<file path="config.mk">
export PLATFORM = sky130hd
export DESIGN_NAME = panel_pwr_seq
export DESIGN_NICKNAME = d
export VERILOG_FILES = /design/src/rtl/pps_pkg.sv /design/src/rtl/pps_rom.sv /design/src/rtl/pps_timer.sv /design/src/rtl/panel_pwr_seq.sv
export SDC_FILE = /design/constraint.sdc
export NUM_CORES = 1
export LEC_CHECK = 0
export BUFFER_PORTS_ARGS = -buffer_cell sky130_fd_sc_hd__buf_2
export CORE_UTILIZATION = 35
export CTS_CLUSTER_SIZE = 30
export DETAILED_ROUTE_END_ITERATION = 8
export GPL_ROUTABILITY_DRIVEN = 0
export PLACE_DENSITY = 0.56
export REMOVE_ABC_BUFFERS = 1
export SYNTH_ARGS = -nofsm -noshare
export SYNTH_HDL_FRONTEND = slang
export SYNTH_HIERARCHICAL = 1
export SYNTH_SLANG_ARGS = --single-unit
</file>
<file path="constraint.sdc">
create_clock -name clk -period 3.3 [get_ports clk]
set_clock_uncertainty 0.05 [all_clocks]
set_input_delay 0.495 -clock clk [delete_from_list [all_inputs] [get_ports clk]]
set_output_delay 0.495 -clock clk [all_outputs]
set_load 0.005 [all_outputs]
</file>
<file path="src/rtl/pps_pkg.sv">
package pps_pkg;

  typedef enum logic [1:0] {
    PNL_OFF    = 2'd0,
    PNL_INIT   = 2'd1,
    PNL_ACTIVE = 2'd2,
    PNL_ERROR  = 2'd3
  } pnl_state_e;

  typedef enum logic [1:0] {
    WK_CMD = 2'd0,
    WK_ONE = 2'd1,
    WK_TWO = 2'd2
  } wr_kind_e;

  typedef enum logic [2:0] {
    OP_END = 3'd0,
    OP_CMD = 3'd1,
    OP_ONE = 3'd2,
    OP_TWO = 3'd3,
    OP_DLY = 3'd4
  } op_e;

  typedef enum logic [1:0] {
    SQ_IDLE = 2'd0,
    SQ_RUN  = 2'd1,
    SQ_WR   = 2'd2,
    SQ_DLY  = 2'd3
  } seq_e;

  typedef struct packed {
    op_e         op;
    logic [7:0]  reg_a;
    logic [15:0] val;
  } step_t;

  localparam int ROM_AW     = 6;
  localparam int UP_BASE    = 0;
  localparam int DOWN_BASE  = 48;
  localparam int OPEN_STEPS = 6;

  function automatic step_t mk(op_e o, logic [7:0] r, logic [15:0] v);
    step_t s;
    s.op    = o;
    s.reg_a = r;
    s.val   = v;
    return s;
  endfunction

endpackage

</file>
<file path="src/rtl/pps_rom.sv">
module pps_rom
  import pps_pkg::*;
#(
  parameter int AW = ROM_AW
)(
  input  logic [AW-1:0] addr,
  output step_t         step
);

  always_comb begin
    case (addr)
      // opening: bare zero commands, each with a pause behind it
      6'd0:  step = mk(OP_CMD, 8'h00, 16'h0000);
      6'd1:  step = mk(OP_DLY, 8'h00, 16'h0000);
      6'd2:  step = mk(OP_CMD, 8'h00, 16'h0000);
      6'd3:  step = mk(OP_DLY, 8'h00, 16'h0000);
      6'd4:  step = mk(OP_CMD, 8'h00, 16'h0000);
      6'd5:  step = mk(OP_DLY, 8'h00, 16'h0000);
      // standby exit, supplies, sleep exit
      6'd6:  step = mk(OP_ONE, 8'hB0, 16'h0017);
      6'd7:  step = mk(OP_ONE, 8'hBC, 16'h0080);
      6'd8:  step = mk(OP_ONE, 8'h3B, 16'h0000);
      6'd9:  step = mk(OP_ONE, 8'hB0, 16'h0016);
      6'd10: step = mk(OP_TWO, 8'hB8, 16'hFFF9);
      6'd11: step = mk(OP_CMD, 8'h11, 16'h0000);
      // bulk configuration load
      6'd12: step = mk(OP_ONE, 8'hBA, 16'h0001);
      6'd13: step = mk(OP_ONE, 8'hBB, 16'h0000);
      6'd14: step = mk(OP_ONE, 8'h3A, 16'h0060);
      6'd15: step = mk(OP_ONE, 8'hBF, 16'h0010);
      6'd16: step = mk(OP_ONE, 8'hB1, 16'h0056);
      6'd17: step = mk(OP_ONE, 8'hB2, 16'h0033);
      6'd18: step = mk(OP_ONE, 8'hB3, 16'h0011);
      6'd19: step = mk(OP_ONE, 8'hB3, 16'h0011);
      6'd20: step = mk(OP_ONE, 8'hB4, 16'h0002);
      6'd21: step = mk(OP_ONE, 8'hB5, 16'h002B);
      6'd22: step = mk(OP_ONE, 8'hB6, 16'h0040);
      6'd23: step = mk(OP_ONE, 8'hB7, 16'h0003);
      6'd24: step = mk(OP_ONE, 8'hB9, 16'h0004);
      6'd25: step = mk(OP_ONE, 8'hBD, 16'h0004);
      6'd26: step = mk(OP_ONE, 8'hBE, 16'h0000);
      6'd27: step = mk(OP_ONE, 8'hC0, 16'h0011);
      6'd28: step = mk(OP_ONE, 8'hC1, 16'h0011);
      6'd29: step = mk(OP_ONE, 8'hC2, 16'h0011);
      6'd30: step = mk(OP_TWO, 8'hC3, 16'h2040);
      6'd31: step = mk(OP_TWO, 8'hC4, 16'h60C0);
      6'd32: step = mk(OP_TWO, 8'hC5, 16'h1020);
      6'd33: step = mk(OP_TWO, 8'hC6, 16'h60C0);
      6'd34: step = mk(OP_TWO, 8'hC7, 16'h5533);
      6'd35: step = mk(OP_ONE, 8'hC8, 16'h0000);
      6'd36: step = mk(OP_ONE, 8'hC9, 16'h0000);
      6'd37: step = mk(OP_ONE, 8'hCA, 16'h0000);
      6'd38: step = mk(OP_TWO, 8'hEC, 16'h01F0);
      6'd39: step = mk(OP_ONE, 8'hCF, 16'h0002);
      6'd40: step = mk(OP_TWO, 8'hD0, 16'h0804);
      6'd41: step = mk(OP_ONE, 8'hD1, 16'h0001);
      6'd42: step = mk(OP_TWO, 8'hD2, 16'h0000);
      6'd43: step = mk(OP_TWO, 8'hD3, 16'h0D0E);
      6'd44: step = mk(OP_TWO, 8'hD4, 16'h11A4);
      6'd45: step = mk(OP_ONE, 8'hD5, 16'h000E);
      6'd46: step = mk(OP_CMD, 8'h29, 16'h0000);
      // power-down program
      6'd48: step = mk(OP_CMD, 8'h28, 16'h0000);
      6'd49: step = mk(OP_TWO, 8'hB8, 16'h8002);
      6'd50: step = mk(OP_CMD, 8'h10, 16'h0000);
      6'd51: step = mk(OP_ONE, 8'hB0, 16'h0000);
      default: step = mk(OP_END, 8'h00, 16'h0000);
    endcase
  end

endmodule

</file>
<file path="src/rtl/pps_timer.sv">
module pps_timer #(
  parameter int unsigned CYCLES = 1
)(
  input  logic clk,
  input  logic rst_n,
  input  logic load,
  output logic expired
);

  localparam int unsigned CW = (CYCLES < 2) ? 1 : $clog2(CYCLES);
  localparam logic [CW-1:0] START = CW'(CYCLES - 1);

  logic [CW-1:0] cnt_q, cnt_d;
  logic          cnt_en;

  always_comb begin
    cnt_en = load || (cnt_q != '0);
    cnt_d  = load ? START : (cnt_q - 1'b1);
  end

  always_ff @(posedge clk or negedge rst_n) begin
    if (!rst_n)      cnt_q <= '0;
    else if (cnt_en) cnt_q <= cnt_d;
  end

  assign expired = (cnt_q == '0);

endmodule

</file>
<file path="src/rtl/panel_pwr_seq.sv">
module panel_pwr_seq
  import pps_pkg::*;
#(
  parameter int unsigned CLK_HZ   = 100_000_000,
  parameter int unsigned DELAY_US = 1000
)(
  input  logic        clk,
  input  logic        rst_n,
  input  logic        en_req,
  input  logic        dis_req,
  input  logic        wr_done,
  input  logic        wr_err,
  output logic        wr_valid,
  output logic [1:0]  wr_kind,
  output logic [7:0]  wr_reg,
  output logic [15:0] wr_data,
  output logic        busy,
  output logic [1:0]  pnl_state
);

  localparam int unsigned CYC_PER_US = CLK_HZ / 1_000_000;
  localparam int unsigned RAW_DLY    = CYC_PER_US * DELAY_US;
  localparam int unsigned DLY_CYC    = (RAW_DLY == 0) ? 1 : RAW_DLY;
  localparam logic [ROM_AW-1:0] PC_UP    = ROM_AW'(UP_BASE);
  localparam logic [ROM_AW-1:0] PC_DOWN  = ROM_AW'(DOWN_BASE);
  localparam logic [ROM_AW-1:0] OPEN_LIM = ROM_AW'(OPEN_STEPS);

  // reset: asserted at once, released through two flops
  logic rst_meta_q, rst_sync_q;
  always_ff @(posedge clk or negedge rst_n) begin
    if (!rst_n) begin
      rst_meta_q <= 1'b0;
      rst_sync_q <= 1'b0;
    end else begin
      rst_meta_q <= 1'b1;
      rst_sync_q <= rst_meta_q;
    end
  end

  seq_e              sq_q, sq_d;
  logic [ROM_AW-1:0] pc_q, pc_d;
  logic              pc_en;
  logic              up_q, up_d;
  logic              err_q, err_d;
  pnl_state_e        pnl_q, pnl_d;
  step_t             cur;
  logic              tmr_load, tmr_exp;

  pps_rom #(.AW(ROM_AW)) u_rom (
    .addr (pc_q),
    .step (cur)
  );

  pps_timer #(.CYCLES(DLY_CYC)) u_tmr (
    .clk     (clk),
    .rst_n   (rst_sync_q),
    .load    (tmr_load),
    .expired (tmr_exp)
  );

  always_comb begin
    sq_d     = sq_q;
    pc_d     = pc_q;
    pc_en    = 1'b0;
    up_d     = up_q;
    err_d    = err_q;
    pnl_d    = pnl_q;
    tmr_load = 1'b0;
    case (sq_q)
      SQ_IDLE: begin
        if (en_req && (pnl_q != PNL_ACTIVE)) begin
          sq_d  = SQ_RUN;
          pc_d  = PC_UP;
          pc_en = 1'b1;
          up_d  = 1'b1;
          err_d = 1'b0;
          pnl_d = PNL_INIT;
        end else if (dis_req && (pnl_q != PNL_OFF)) begin
          sq_d  = SQ_RUN;
          pc_d  = PC_DOWN;
          pc_en = 1'b1;
          up_d  = 1'b0;
        end
      end
      SQ_RUN: begin
        case (cur.op)
          OP_END: begin
            sq_d  = SQ_IDLE;
            pnl_d = !up_q ? PNL_OFF : (err_q ? PNL_ERROR : PNL_ACTIVE);
          end
          OP_DLY: begin
            tmr_load = 1'b1;
            sq_d     = SQ_DLY;
          end
          default: sq_d = SQ_WR;
        endcase
      end
      SQ_WR: begin
        if (wr_done) begin
          if (wr_err && up_q && (pc_q < OPEN_LIM)) begin
            sq_d  = SQ_IDLE;
            pnl_d = PNL_ERROR;
          end else begin
            if (wr_err && up_q) err_d = 1'b1;
            pc_d  = pc_q + 1'b1;
            pc_en = 1'b1;
            sq_d  = SQ_RUN;
          end
        end
      end
      SQ_DLY: begin
        if (tmr_exp) begin
          pc_d  = pc_q + 1'b1;
          pc_en = 1'b1;
          sq_d  = SQ_RUN;
        end
      end
      default: sq_d = SQ_IDLE;
    endcase
  end

  always_ff @(posedge clk or negedge rst_sync_q) begin
    if (!rst_sync_q) begin
      sq_q  <= SQ_IDLE;
      pc_q  <= '0;
      up_q  <= 1'b0;
      err_q <= 1'b0;
      pnl_q <= PNL_OFF;
    end else begin
      sq_q  <= sq_d;
      if (pc_en) pc_q <= pc_d;
      up_q  <= up_d;
      err_q <= err_d;
      pnl_q <= pnl_d;
    end
  end

  always_comb begin
    case (cur.op)
      OP_ONE:  wr_kind = WK_ONE;
      OP_TWO:  wr_kind = WK_TWO;
      default: wr_kind = WK_CMD;
    endcase
  end

  assign wr_valid  = (sq_q == SQ_WR);
  assign wr_reg    = cur.reg_a;
  assign wr_data   = cur.val;
  assign busy      = (sq_q != SQ_IDLE);
  assign pnl_state = pnl_q;

endmodule

</file>
# Word-level counts from Yosys, hierarchy flattened

Memories as Yosys holds them, arrays and structs flattened.
Cells that the tools add are included.

Add/sub/neg operators: 2
Order comparisons: 1
Equal/unequal tests: 15
Muxes and demuxes: 37
Reductions and logical operators: 20

Operators by type and width:

| kind                    | count |
|---|---|
| $mux W6                 | 5 |
| $mux W2                 | 9 |
| $pmux W6 S3             | 1 |
| $logic_not A17 Y1       | 1 |
| $mux W17                | 1 |
| $reduce_bool A17 Y1     | 1 |
| $sub A17 B1 Y17 const B | 1 |
| $mux W1                 | 15 |
| $ne A2 B2 Y1 const B    | 6 |
| $reduce_and A5 Y1       | 2 |
| $pmux W2 S2             | 2 |
| $pmux W2 S4             | 1 |
| $reduce_bool A2 Y1      | 4 |
| $add A6 B1 Y6 const B   | 1 |
| $eq A3 B2 Y1 const B    | 2 |
| $lt A6 B3 Y1 const B    | 1 |
| $pmux W2 S3             | 1 |
| $reduce_and A6 Y1       | 1 |
| $reduce_bool A3 Y1      | 2 |
| $eq A2 B2 Y1 const B    | 2 |
| $logic_and A1 B1 Y1     | 4 |
| $ne A2 B1 Y1 const B    | 2 |
| $eq A3 B3 Y1 const B    | 1 |
| $logic_not A3 Y1        | 1 |
| 8 further kinds         | 8 |

Register bits: 31
Memory bits (read-only): 1728
Input bits: 6
Output and inout port bits: 30
Logic and storage cells: 84
Memories: 1

Memories:

| memory           | words | bits a word | rd ports | clocked after Yosys merged registers in | write ports | line          | text |
|---|---|---|---|---|---|---|---|
| (name not given) | 64    | 27          | 1        | 0                                       | 0           | pps_rom.sv:11 | `case (addr)` |

# Logic depth before layout (Yosys ltp)

Depth in word-level cells: 6
Depth in mapped cells: 13
Mapped depth without buffers: 9

# Modules after synthesis

Netlist, hierarchy kept.

Modules (own cells, without submodules):

| module        | times used | cells an instance | area each (um2) | seq. area each (um2) |
|---|---|---|---|---|
| pps_rom       | 1          | 198               | 1217.4          | 0.0 |
| pps_timer     | 1          | 87                | 894.6           | 425.4 |
| panel_pwr_seq | 1          | 97                | 893.4           | 350.3 |

# Least setup slack after synthesis

Ideal clock, no wire load.

Path type: reg-to-reg
Start point: reg u_tmr.cnt_q[5]
End point: reg pc_q[3]
Setup time: 0.104 ns
Arrival time: 3.009 ns
Data required time: 3.146 ns
Setup slack: 0.137 ns
Cell stages (with the launch flop): 11
Buffers on the path: 2
Clock period less this slack: 3.163 ns
Path through: dfrtp_1 or4_1 buf_2 or3_4 nor3_4 inv_1 a222oi_1 o21ai_1 or4_1 clkbuf_2 o41ai_2

Longest elaborated chain between the ends: 4
Elaborated cells between the ends (all ways): 5

RTL lines:

| element                                | line                 | text |
|---|---|---|
| start, declared                        | pps_timer.sv:13      | `logic [CW-1:0] cnt_q, cnt_d;` |
| start signal, assigned                 | pps_timer.sv:23      | `else if (cnt_en) cnt_q <= cnt_d;` |
| $logic_not A17 Y1 (*)                  | pps_timer.sv:26      | `assign expired = (cnt_q == '0);` |
| net tmr_exp                            | panel_pwr_seq.sv:47  | `logic tmr_load, tmr_exp;` |
| $mux W1                                | panel_pwr_seq.sv:112 | `if (tmr_exp) begin` |
| $pmux W1 S3                            | panel_pwr_seq.sv:69  | `case (sq_q)` |
| $reduce_and A6 Y1 (no source line) (*) | n/a                  |  |
| end signal, assigned                   | panel_pwr_seq.sv:131 | `if (pc_en) pc_q <= pc_d;` |
| end, declared                          | panel_pwr_seq.sv:41  | `logic [ROM_AW-1:0] pc_q, pc_d;` |

Mark *: on every way through the listed nets, which the timed path passes. The rest lies on a longest branch.
A chain may end at the register's enable or synchronous reset.

# Worst setup path after layout

Start point: reg u_tmr.cnt_q[5]
End point: reg pc_q[0]

The elaborated chain is that of the path after synthesis.

==> impl_table.tex <==
\begin{tabular}{lr}
\hline
Metric & Value \\
\hline
\multicolumn{2}{l}{\textbf{Yosys}} \\
\quad Most area-consuming cells after synthesis & sky130\_fd\_sc\_hd\_\_dfrtp\_1 26\%, sky130\_fd\_sc\_hd\_\_ha\_1 5.8\%, sky130\_fd\_sc\_hd\_\_nand2b\_1 4.0\%, sky130\_fd\_sc\_hd\_\_a21oi\_1 3.8\%, sky130\_fd\_sc\_hd\_\_nor2\_1 3.6\% \\
\quad Count of state elements after synthesis & 31 \\
\quad Share of flip-flops with an asynchronous set or reset after synthesis & 100\% \\
\quad Cell area after synthesis & 3010 um2 \\
\quad Leading register cell type out of synthesis & sky130\_fd\_sc\_hd\_\_dfrtp\_1 \\
\quad Synth Instances & 382 \\
\quad Yosys synthesis warning count & 6 \\
\quad Proportion of synthesized chip area in sequential cells & 25.8\% \\
\quad Post-synthesis average cell area & 7.87 um2 \\
\quad Number of enable-type register cells in the synthesized netlist & 0 \\
\quad Cell type contributing the most total cell area after synthesis & sky130\_fd\_sc\_hd\_\_dfrtp\_1 \\
\quad Netlist cell types & 70 \\
\quad Area share of the largest cell type after synthesis & 25.8\% \\
\multicolumn{2}{l}{\textbf{Die}} \\
\quad Height of the chip & 94.7 um \\
\quad Die area & 8960 um2 \\
\quad Chip Width & 94.7 um \\
\quad Floorplan row count & 33 \\
\quad Std-Cell Core Area & 8260 um2 \\
\quad Initial Utilization & 36.4\% \\
\quad Number of top-level pins & 36 \\
\multicolumn{2}{l}{\textbf{Placed design}} \\
\quad Quantity of I/O buffers inserted on ports & 35 \\
\quad Pre-CTS setup slack & 220 ps \\
\quad HPWL after detailed placement & 5640 um \\
\quad Post-placement cell area & 3330 um2 \\
\multicolumn{2}{l}{\textbf{Worst setup path}} \\
\quad Data arrival time of the critical path & 3190 ps \\
\quad Worst setup path category & reg2reg \\
\quad Required @ worst endpoint & 3410 ps \\
\quad CP Capture Type & flop \\
\quad Startpoint of the most critical setup path & u\_tmr/cnt\_q[5] \\
\quad Worst reg2reg path startpoint & u\_tmr/cnt\_q[5] \\
\quad Critical Path Fanout Max & 6 \\
\quad Kind of start point of the critical path & flop \\
\multicolumn{2}{l}{\textbf{Finish}} \\
\quad Most used cells in the layout excluding fill and tap cells & 35 x sky130\_fd\_sc\_hd\_\_buf\_2, 31 x sky130\_fd\_sc\_hd\_\_dfrtp\_1, 29 x sky130\_fd\_sc\_hd\_\_nor2\_1 \\
\quad Fraction of layout cells with a size suffix above 1 & 18.9\% \\
\quad Diode insertion count for antenna repair & 0 \\
\quad Seq. cell area & 776 um2 \\
\quad Final net count & 437 \\
\quad Multi-input combinational cell area & 2020 um2 \\
\quad Area of all placed cells without fillers & 3450 um2 \\
\quad Area growth, synth to finish & 14.9\% \\
\quad Most common cell after layout, fill and taps aside & sky130\_fd\_sc\_hd\_\_buf\_2 \\
\quad Fill cells & 871 \\
\multicolumn{2}{l}{\textbf{Clock tree}} \\
\quad CTS H-Tree Depth & 2 \\
\quad Count of instances resized after the clock tree is built & 0 \\
\quad TritonCTS clock tree & yes \\
\quad Setup Buffers After CTS & 0 \\
\quad Number of CTS-inserted buffers & 5 \\
\quad Clk Tree Root Cell & sky130\_fd\_sc\_hd\_\_clkbuf\_8 \\
\quad Clock transition at the registers of the reported paths & 70 ps \\
\quad Clock latency on the worst-skew pair & 280 ps \\
\quad CTS Sinks & 31 \\
\quad Clock buffer depth & 2 \\
\multicolumn{2}{l}{\textbf{Run}} \\
\quad Maximum capacitance violations & 0 \\
\multicolumn{2}{l}{\textbf{Detailed routing}} \\
\quad Starting DRT DRC Count & 150 \\
\quad Vias after detailed routing & 2,917 \\
\quad Number of optimization iterations in the first detailed-route pass & 4 \\
\quad Average wire length per cell after detail routing & 15.1 um \\
\quad Final Routed Wirelength & 7880 um \\
\quad Post-detailed-route via-to-cell ratio & 5.58 \\
\quad Residual antenna-violating net count after detailed routing & 0 \\
\quad \# DRC & 0 \\
\multicolumn{2}{l}{\textbf{Timing}} \\
\quad Max Clock Freq & 326 MHz \\
\quad Number of setup violations in the final report & 0 \\
\quad Post-route setup TNS & 0 ps \\
\quad Number of failing hold endpoints at the final stage & 0 \\
\quad Setup repair after global routing missed its margin & no \\
\quad Worst-margin pin slew & 624 ps \\
\quad Final Slew Violations & 0 \\
\quad Headroom to the max-slew limit & 58.0\% \\
\quad Period utilization & 93.1\% \\
\quad Setup ws final & 228 ps \\
\quad Period minus WS final & 3070 ps \\
\quad Worst hold slack & 197 ps \\
\multicolumn{2}{l}{\textbf{Power}} \\
\quad Power Density & 825 nW/um2 \\
\quad Worst IR drop on VDD & 0.531 mV \\
\quad Total Power & 2.85 mW \\
\quad Leakage power of the design & 1.41 nW \\
\multicolumn{2}{l}{\textbf{Global routing}} \\
\quad GR Util All Layers & 18.9\% \\
\quad Total overflow reported by the global router & 0 \\
\quad Antenna violations before repair & 0 \\
\quad Number of global-route vias before repair & 2,725 \\
\quad Largest net degree at the start of global routing & 35 \\
\quad Global-route wire length before repair & 13,600 um \\
\multicolumn{2}{l}{\textbf{Outcome}} \\
\quad Status & finished clean \\
\multicolumn{2}{l}{\textbf{Min path}} \\
\quad Type of the most critical hold path & reg2async \\
\hline
\end{tabular}
==> logic make-up after synthesis <==
group | Yosys count | synth area share (%)
buf+inv | 47 | 7.04
other cells | 1 | 0.125
simple gates | 146 | 26.3
mux | 16 | 5.66
fa+ha+maj | 14 | 5.83
flops | 31 | 25.8
xor+xnor | 13 | 3.79
compound gates | 114 | 25.4
==> layout make-up <==
type / instances / share of cell area [%]
Timing Repair Buffer: 57 / 9.93
Tap cell: 105 / 3.80
Inverter: 18 / 1.96
Clock inverter: 2 / 1.01
Multi-Input combinational cell: 304 / 58.4
Clock buffer: 6 / 2.39
Sequential cell: 31 / 22.5
==> cells in the mapped netlist (9+ instances only) <==
library cell and count:
sky130_fd_sc_hd__dfrtp_1 31, sky130_fd_sc_hd__inv_1 15, sky130_fd_sc_hd__nand2b_1 19, sky130_fd_sc_hd__nor2_1 29
sky130_fd_sc_hd__a21oi_1 23, sky130_fd_sc_hd__o21ai_1 12, sky130_fd_sc_hd__a31oi_1 9, sky130_fd_sc_hd__nand3_1 17
sky130_fd_sc_hd__nor3_1 12, sky130_fd_sc_hd__ha_1 14, sky130_fd_sc_hd__nand2_1 27, sky130_fd_sc_hd__o21ai_0 12
sky130_fd_sc_hd__buf_2 15, sky130_fd_sc_hd__o211ai_1 9
==> where the power goes <==
group	switching (mW)	total (mW)	internal, mW
clock network	0.143	0.387	0.244
logic	1.03	1.81	0.778
registers	0.149	0.652	0.503
total	1.33	2.85	1.53
==> worst max-delay path: stages (launching register included) <==
cell	delay, ps
sky130_fd_sc_hd__dfrtp_1	400
sky130_fd_sc_hd__or4_1	550
sky130_fd_sc_hd__or3_4	380
sky130_fd_sc_hd__nor3_4	240
sky130_fd_sc_hd__inv_1	60
sky130_fd_sc_hd__a222oi_1	240
sky130_fd_sc_hd__o21ai_1	130
sky130_fd_sc_hd__or4_1	560
sky130_fd_sc_hd__mux2_2	330
==> sequential cells by signal, summed over array words and instances, names as in the netlist <==
name and count:
u_tmr/cnt_q 17, pc_q 6, pnl_state 2, rst_sync_q 1
rst_meta_q 1, sq_q 2, err_q 1, up_q 1
==> what timing repair did <==
action | 4_1_cts | 5_1_grt
hold buffers | 1 | 0
endpoints found under the hold margin | 2 | 0
endpoints found under the setup margin | 0 | 0
==> through the flow <==
stage | std cells | utilization (%)
6_report | 523 | 41.8
5_1_grt | 523 | 41.8
4_1_cts | 523 | 41.8
3_5_place_dp | 514 | 40.3
3_3_place_gp | 514 | 40.3
2_1_floorplan | 353 | -
==> routing by layer <==
metal	global-route usage, %	part of all wire [%]
met1	26.8	48
met5	0	0
met4	5.56	1.3
met3	2.74	4.6
met2	29.7	46
==> worst paths after layout <==
check / to / slack, ps / depth (start not counted)
min in group clk: rst_sync_q / 300 / 0
setup reg to reg: pc_q[0] / 230 / 8
max in group asynchronous: rst_sync_q / 2640 / 2
setup / recovery: pc_q[0] / 230 / 8
hold / removal: u_tmr/cnt_q[4] / 200 / 1
hold reg to reg: u_tmr/cnt_q[4] / 200 / 1
Note: power is estimated with default switching activity, not from simulation.
